$ cat config.mk
export PLATFORM = sky130hd
export DESIGN_NAME = i2c_bus_flag_mon
export DESIGN_NICKNAME = d
export VERILOG_FILES = /design/src/rtl/i2c_mon_pkg.sv /design/src/rtl/i2c_mon_edge.sv /design/src/rtl/i2c_mon_seq.sv /design/src/rtl/i2c_mon_flags.sv /design/src/rtl/i2c_bus_flag_mon.sv
export SDC_FILE = /design/constraint.sdc
export NUM_CORES = 1
export LEC_CHECK = 0
export ABC_AREA = 1
export BUFFER_PORTS_ARGS = -buffer_cell sky130_fd_sc_hd__buf_2
export CAP_MARGIN = 20
export CORE_MARGIN = 5
export CORE_UTILIZATION = 48
export DETAILED_ROUTE_END_ITERATION = 16
export PLACE_DENSITY = 0.79
export SLEW_MARGIN = 10
export SYNTH_ARGS = -nofsm -noshare
export SYNTH_HDL_FRONTEND = slang
export SYNTH_HIERARCHICAL = 1
export SYNTH_SLANG_ARGS = --single-unit
$ cat constraint.sdc
create_clock -name clk -period 3.5 [get_ports clk]
set_clock_uncertainty 0.15 [all_clocks]
set_input_delay 0.7 -clock clk [delete_from_list [all_inputs] [get_ports clk]]
set_output_delay 0.7 -clock clk [all_outputs]
set_load 0.02 [all_outputs]
$ cat src/rtl/i2c_mon_pkg.sv
package i2c_mon_pkg;

    // Transfer phase as tracked by the byte sequencer
    typedef enum logic [1:0] {
        PH_IDLE = 2'd0,
        PH_ADDR = 2'd1,
        PH_DATA = 2'd2
    } phase_t;

    // Single-cycle bus events decoded from the synchronized lines
    typedef struct packed {
        logic start;
        logic stop;
        logic scl_rise;
    } bus_ev_t;

endpackage

$ cat src/rtl/i2c_mon_edge.sv
module i2c_mon_edge
    import i2c_mon_pkg::*;
(
    input  logic    clk,
    input  logic    rst_n,
    input  logic    scl,
    input  logic    sda,
    output bus_ev_t ev
);

    logic scl_q;
    logic sda_q;

    // One-cycle history of both lines; idle bus is high
    always_ff @(posedge clk or negedge rst_n) begin
        if (!rst_n) begin
            scl_q <= 1'b1;
            sda_q <= 1'b1;
        end else begin
            scl_q <= scl;
            sda_q <= sda;
        end
    end

    // Data edges while clock is high on both samples are conditions
    always_comb begin
        ev.start    = scl_q & scl & sda_q & ~sda;
        ev.stop     = scl_q & scl & ~sda_q & sda;
        ev.scl_rise = ~scl_q & scl;
    end

endmodule

$ cat src/rtl/i2c_mon_seq.sv
module i2c_mon_seq
    import i2c_mon_pkg::*;
#(
    parameter int CLKS_PER_BYTE = 9,
    parameter int CNT_W         = $clog2(CLKS_PER_BYTE + 1)
) (
    input  logic             clk,
    input  logic             rst_n,
    input  bus_ev_t          ev,
    input  logic             abort,
    output logic [CNT_W-1:0] cnt,
    output logic             addr_first_clk,
    output logic             post_addr_clk,
    output logic             next_byte_clk,
    output logic             ack_clk
);

    localparam logic [CNT_W-1:0] LAST = CNT_W'(CLKS_PER_BYTE);
    localparam logic [CNT_W-1:0] PRE  = CNT_W'(CLKS_PER_BYTE - 1);
    localparam logic [CNT_W-1:0] ONE  = CNT_W'(1);
    localparam logic [CNT_W-1:0] ZERO = '0;

    phase_t           phase_q, phase_d;
    logic [CNT_W-1:0] cnt_q, cnt_d;
    logic             in_xfer;

    assign in_xfer = (phase_q != PH_IDLE);

    // State register
    always_ff @(posedge clk or negedge rst_n) begin
        if (!rst_n) begin
            phase_q <= PH_IDLE;
            cnt_q   <= ZERO;
        end else begin
            phase_q <= phase_d;
            cnt_q   <= cnt_d;
        end
    end

    // Next state: T_ABORT, T_OPEN, T_CLOSE, T_COUNT, T_ADVANCE
    always_comb begin
        phase_d = phase_q;
        cnt_d   = cnt_q;
        if (abort) begin
            phase_d = PH_IDLE;
            cnt_d   = ZERO;
        end else if (ev.start) begin
            phase_d = PH_ADDR;
            cnt_d   = ZERO;
        end else if (ev.stop) begin
            phase_d = PH_IDLE;
            cnt_d   = ZERO;
        end else if (ev.scl_rise) begin
            unique case (phase_q)
                PH_IDLE: begin
                    cnt_d = ZERO;
                end
                PH_ADDR: begin
                    if (cnt_q == LAST) begin
                        cnt_d   = ONE;
                        phase_d = PH_DATA;
                    end else begin
                        cnt_d = cnt_q + ONE;
                    end
                end
                PH_DATA: begin
                    cnt_d = (cnt_q == LAST) ? ONE : cnt_q + ONE;
                end
                default: begin
                    phase_d = PH_IDLE;
                    cnt_d   = ZERO;
                end
            endcase
        end
    end

    // Outputs: position pulses qualified by the current phase
    always_comb begin
        cnt            = cnt_q;
        addr_first_clk = 1'b0;
        post_addr_clk  = 1'b0;
        next_byte_clk  = 1'b0;
        ack_clk        = 1'b0;
        if (ev.scl_rise && !abort && !ev.start && !ev.stop) begin
            unique case (phase_q)
                PH_IDLE: ;
                PH_ADDR: begin
                    addr_first_clk = (cnt_q == ZERO);
                    post_addr_clk  = (cnt_q == LAST);
                    next_byte_clk  = (cnt_q == LAST);
                    ack_clk        = (cnt_q == PRE);
                end
                PH_DATA: begin
                    next_byte_clk  = (cnt_q == LAST);
                    ack_clk        = (cnt_q == PRE);
                end
                default: ;
            endcase
        end
    end

    // the count never exceeds the pulses of one byte
    p_cnt_bound_r3: assert property (@(posedge clk) disable iff (!rst_n)
        cnt_q <= LAST);

    // no count outside a transfer
    p_idle_zero_r3: assert property (@(posedge clk) disable iff (!rst_n)
        (phase_q == PH_IDLE) |-> (cnt_q == ZERO));

    // a counted rise never leaves the count at zero
    p_counted_rise_r3: assert property (@(posedge clk) disable iff (!rst_n)
        (ev.scl_rise && in_xfer && !abort && !ev.start && !ev.stop) |=> (cnt_q != ZERO));

endmodule

$ cat src/rtl/i2c_mon_flags.sv
module i2c_mon_flags #(
    parameter int CLKS_PER_BYTE = 9,
    parameter int CNT_W         = $clog2(CLKS_PER_BYTE + 1)
) (
    input  logic             clk,
    input  logic             rst_n,
    input  logic             enable,
    input  logic             release_pulse,
    input  logic             wake_mode,
    input  logic             sda,
    input  logic             start_ev,
    input  logic             stop_ev,
    input  logic             addr_first_clk,
    input  logic             post_addr_clk,
    input  logic             next_byte_clk,
    input  logic             ack_clk,
    input  logic [CNT_W-1:0] cnt,
    output logic             start_flag,
    output logic             stop_flag,
    output logic             ack_flag
);

    localparam logic [CNT_W-1:0] PRE = CNT_W'(CLKS_PER_BYTE - 1);

    logic start_q, start_d;
    logic stop_q,  stop_d;
    logic ack_q,   ack_d;
    logic wake_q;
    logic wake_fall;
    logic hard_clr;

    assign wake_fall = wake_q & ~wake_mode;
    assign hard_clr  = ~enable | release_pulse;

    always_ff @(posedge clk or negedge rst_n) begin
        if (!rst_n) begin
            start_q <= 1'b0;
            stop_q  <= 1'b0;
            ack_q   <= 1'b0;
            wake_q  <= 1'b0;
        end else begin
            start_q <= start_d;
            stop_q  <= stop_d;
            ack_q   <= ack_d;
            wake_q  <= wake_mode;
        end
    end

    // Start flag: hard clear, then set, then soft clear
    always_comb begin
        start_d = start_q;
        if (hard_clr)
            start_d = 1'b0;
        else if (start_ev)
            start_d = 1'b1;
        else if (stop_ev || post_addr_clk)
            start_d = 1'b0;
    end

    // Stop flag: release leaves it alone
    always_comb begin
        stop_d = stop_q;
        if (!enable || wake_fall)
            stop_d = 1'b0;
        else if (stop_ev)
            stop_d = 1'b1;
        else if (addr_first_clk)
            stop_d = 1'b0;
    end

    // Acknowledge flag
    always_comb begin
        ack_d = ack_q;
        if (hard_clr)
            ack_d = 1'b0;
        else if (stop_ev || next_byte_clk)
            ack_d = 1'b0;
        else if (ack_clk && !sda)
            ack_d = 1'b1;
    end

    assign start_flag = start_q;
    assign stop_flag  = stop_q;
    assign ack_flag   = ack_q;

    // acknowledge only appears on the rise leaving pulse eight
    p_ack_at_ninth_r4: assert property (@(posedge clk) disable iff (!rst_n)
        $rose(ack_q) |-> ($past(cnt) == PRE));

    // stop flag persists until one of its clear events
    p_stop_holds_r7: assert property (@(posedge clk) disable iff (!rst_n)
        (stop_q && enable && !addr_first_clk && !wake_fall) |=> stop_q);

    // release empties start and acknowledge
    p_release_clears_r9: assert property (@(posedge clk) disable iff (!rst_n)
        release_pulse |=> (!start_q && !ack_q));

    // wake-bit fall empties the stop flag
    p_wake_clears_r8: assert property (@(posedge clk) disable iff (!rst_n)
        wake_fall |=> !stop_q);

endmodule

$ cat src/rtl/i2c_bus_flag_mon.sv
module i2c_bus_flag_mon
    import i2c_mon_pkg::*;
#(
    parameter  int CLKS_PER_BYTE = 9,
    localparam int CNT_W         = $clog2(CLKS_PER_BYTE + 1)
) (
    input  logic             clk,
    input  logic             rst_n,
    input  logic             scl_in,
    input  logic             sda_in,
    input  logic             enable,
    input  logic             release_pulse,
    input  logic             wake_mode,
    output logic             start_flag,
    output logic             stop_flag,
    output logic             ack_flag,
    output logic [CNT_W-1:0] bit_count
);

    bus_ev_t ev;
    logic    abort;
    logic    addr_first_clk;
    logic    post_addr_clk;
    logic    next_byte_clk;
    logic    ack_clk;

    assign abort = ~enable | release_pulse;

    i2c_mon_edge u_edge (
        .clk   (clk),
        .rst_n (rst_n),
        .scl   (scl_in),
        .sda   (sda_in),
        .ev    (ev)
    );

    i2c_mon_seq #(
        .CLKS_PER_BYTE (CLKS_PER_BYTE),
        .CNT_W         (CNT_W)
    ) u_seq (
        .clk            (clk),
        .rst_n          (rst_n),
        .ev             (ev),
        .abort          (abort),
        .cnt            (bit_count),
        .addr_first_clk (addr_first_clk),
        .post_addr_clk  (post_addr_clk),
        .next_byte_clk  (next_byte_clk),
        .ack_clk        (ack_clk)
    );

    i2c_mon_flags #(
        .CLKS_PER_BYTE (CLKS_PER_BYTE),
        .CNT_W         (CNT_W)
    ) u_flags (
        .clk            (clk),
        .rst_n          (rst_n),
        .enable         (enable),
        .release_pulse  (release_pulse),
        .wake_mode      (wake_mode),
        .sda            (sda_in),
        .start_ev       (ev.start),
        .stop_ev        (ev.stop),
        .addr_first_clk (addr_first_clk),
        .post_addr_clk  (post_addr_clk),
        .next_byte_clk  (next_byte_clk),
        .ack_clk        (ack_clk),
        .cnt            (bit_count),
        .start_flag     (start_flag),
        .stop_flag      (stop_flag),
        .ack_flag       (ack_flag)
    );

    // a disabled block shows nothing on the next cycle
    p_disabled_quiet_r10: assert property (@(posedge clk) disable iff (!rst_n)
        !enable |=> (!start_flag && !stop_flag && !ack_flag && bit_count == '0));

endmodule

==> results by group <==
Critical path
  • Crit path arrival time: 1.92 ns
  • Worst setup EP type: register
  • Critical R2R Capture: u_flags/start_flag
  • Critical Path Start Type: register
  • Crit-path max FO: 6
  • CP required: 3.55 ns
  • Crit. Startpoint: u_edge/scl_q
  • Reg2reg path depth: 10
  • Crit path to: u_flags/start_flag
  • Setup Crit Path Kind: reg2reg
  • R2R setup slack: 1.63 ns
  • Worst r2r src: u_edge/scl_q

Clock network
  • Post_cts resized: 0
  • Hold_buf cts: 0
  • Clock-pin slew on the worst setup and hold paths: 0.08 ns
  • Clock latency on the worst-skew pair: 0.27 ns
  • TritonCTS buffer count: 3
  • CTS root buf: clkbuf_4
  • CTS tree: yes
  • Max clock buf depth: 2
  • H-tree lvl count: 1
  • Post-CTS Setup Bufs: 0
  • CTS sink cnt: 12

Place
  • Buffers on Ports: 13
  • Gpl congestion: 0.784
  • Hpwl dp: 1130 µm
  • # placed instances: 135

Yosys
  • Post-Syn Instances: 106
  • Mapped Area: 756 µm²
  • Area leader, netlist: dfrtp_1
  • Mapped Avg Cell Area: 7.13 µm²
  • Mapped Nets: 119
  • Simple-gate share of the synthesized area: 33.8%
  • FF+latch count, synth: 12
  • Ys Warns: 6
  • Multiplexer share of the synthesized area: 0%
  • XOR/XNOR share of the synthesized area: 0%
  • Sequential share of the synthesized area: 40.1%
  • Distinct cells, synth: 17
  • Largest family of logic cells by synthesized area: simple AND/OR/NAND/NOR gates
  • Share of the synthesized area in the top cell type: 33.1%
  • Post-synthesis adder-cell area fraction: 9.93%
  • Synth area leaders: dfrtp_1 33%, nand2_1 12%, ha_1 9.9%, inv_1 9.4%, nor2_1 9.4%
  • Compound-Gate Fraction of Synth Area: 5.13%

Global routing
  • Initial antenna violation count: 0
  • Number of global-route vias before repair: 626
  • First-pass GRT wire length: 2600 µm
  • Largest net degree at the start of global routing: 13
  • GRT Overall Usage: 13.5%
  • GRT overflow: 0

Final layout
  • FF+latch area: 303 µm²
  • Multi-input logic area: 369 µm²
  • Antenna Cells: 0
  • Finished Layout Cells: 139
  • Final nets: 137
  • Area delta synth->final: 16.1%
  • Share of cells above drive strength 1: 23.6%
  • Fillcell total: 143
  • Final Util: 58.2%

Die
  • Die Wd: 49.7 µm
  • Ports: 14
  • Core area: 1510 µm²
  • Die Ht: 49.7 µm
  • Cell Rows: 14
  • Die ar.: 2470 µm²
  • Starting density of the core: 50.2%

Pwr
  • Power Density: 317 nW/µm²
  • Static leakage: 0.469 nW
  • Peak supply drop: 0.228 mV

Timing
  • Final worst-path cycle share: 53.3%
  • Final Critical Period: 1.87 ns
  • Hold Slack: 0.140 ns
  • Relative slew margins: 74.7%
  • RSZ-0062 raised after global routing: no
  • Setup_tns: 0 ns
  • Maximum clock rate: 536 MHz
  • Hold Vio Cnt, Final: 0
  • Final setup vio count: 0
  • Fin. max-slew vios: 0
  • Worst Tran Pin Value: 0.377 ns

Routing
  • Post-Route WL: 1530 µm
  • Drt initial violations: 10
  • Vias after detailed routing: 687
  • Wire per inst: 11.0 µm
  • DRC: 0
  • Post-route ant nets: 0
  • Vias/cell: 4.94
  • Pre-Repair DR Iteration Count: 4

Outcome
  • Status: completed

Flow run
  • Max Cap Viol: 0

Worst hold path
  • Hold WC Path Type: in2async
cells by family (layout without fill, tap and decap cells):
family | count (synthesis) | after routing
compound gates | 7 | 7
fa+ha+maj | 6 | 6
buf+inv | 22 | 39
flops | 12 | 12
simple gates | 59 | 59
synthesized netlist by cell type:
library cell  number
ha_1               6
o21ai_0            2
nor2_1            19
nor2_2             2
a21oi_1            3
inv_1             19
o21ai_1            1
nor3_1             2
clkinv_2           1
dfrtp_1           10
nand2_1           25
nand3_2            2
inv_2              2
dfstp_2            2
nand3_1            7
a21oi_2            1
nand2_2            2
flip-flops by register name, summed over array words and instances, names as in the netlist:
name and count:
u_edge/scl_q 1, u_seq/phase_q 2, u_edge/sda_q 1, u_flags/wake_q 1
u_flags/stop_flag 1, u_flags/ack_flag 1, u_flags/start_flag 1, u_seq/cnt 4
cell usage in the layout, fill, tap and decap left out:
| cell | Yosys | final |
|---|---|---|
| o21ai_1 | 1 | 1 |
| dfstp_2 | 2 | 2 |
| nand2_2 | 2 | 2 |
| nand2_1 | 25 | 25 |
| clkbuf_8 | 0 | 1 |
| ha_1 | 6 | 6 |
| o21ai_0 | 2 | 2 |
| buf_2 | 0 | 13 |
| clkbuf_4 | 0 | 3 |
| nor3_1 | 2 | 2 |
| nand3_2 | 2 | 2 |
| nor2_1 | 19 | 19 |
| clkinv_2 | 1 | 1 |
| inv_2 | 2 | 2 |
| a21oi_2 | 1 | 1 |
| inv_1 | 19 | 19 |
| dfrtp_1 | 10 | 10 |
| nand3_1 | 7 | 7 |
| a21oi_1 | 3 | 3 |
| nor2_2 | 2 | 2 |
area by class of cell:
cell class,count,share of cell area (%)
Multi-Input combinational cell,72,42.1
Clock buffer,4,4.14
Timing Repair Buffer,13,7.42
Tap cell,16,2.28
Inverter,22,9.56
Sequential cell,12,34.5
worst min path at each step:
stage,startpoint,to,cells after the start
final,rst_n,u_seq/phase_q[1],1
after global routing,rst_n,u_flags/ack_flag,1
after CTS,rst_n,u_flags/stop_flag,1
after detailed placement,u_seq/phase_q[0],u_seq/phase_q[0],2
after global placement,u_flags/ack_flag,u_flags/ack_flag,2
after floorplan,rst_n,u_flags/ack_flag,0
worst max-delay path, stage by stage (launching register included):
cell and delay [ns]:
dfstp_2 0.54, nand2_1 0.06, nor2_1 0.32, nor2_1 0.10, nand2_1 0.10, clkinv_2 0.09
nand2_1 0.11, nor3_1 0.06, nor2_1 0.09, nand2_1 0.06, a21oi_2 0.11
stage by stage:
stage / setup WS, ns / total power [mW] / area (µm²)
3_3_place_gp: 1.46 / 0.169 / 841
4_1_cts: 1.65 / 0.283 / 877
3_5_place_dp: 1.42 / 0.170 / 841
6_report: 1.63 / 0.278 / 877
5_1_grt: 1.50 / 0.294 / 877
2_1_floorplan: 1.69 / 0.160 / 756
report_power, final:
part | leakage [nW] | switching (mW) | total [mW] | internal (mW)
combinational | 0.290 | 0.0167 | 0.0244 | 0.00771
sequential | 0.158 | 0.00108 | 0.143 | 0.142
clock | 0.0210 | 0.0475 | 0.111 | 0.0632
total | 0.469 | 0.0653 | 0.278 | 0.213
per-layer routing:
layer | GRT usage (%) | part of all wire [%] | up-vias
met2 | 21.2 | 49 | 19
met5 | 0 | 0 | -
met3 | 3.31 | 5.2 | 4
li1 | - | - | 352
met4 | 8.73 | 1.5 | 0
met1 | 16.0 | 44 | 312
Power figures use the tool's default switching activity.
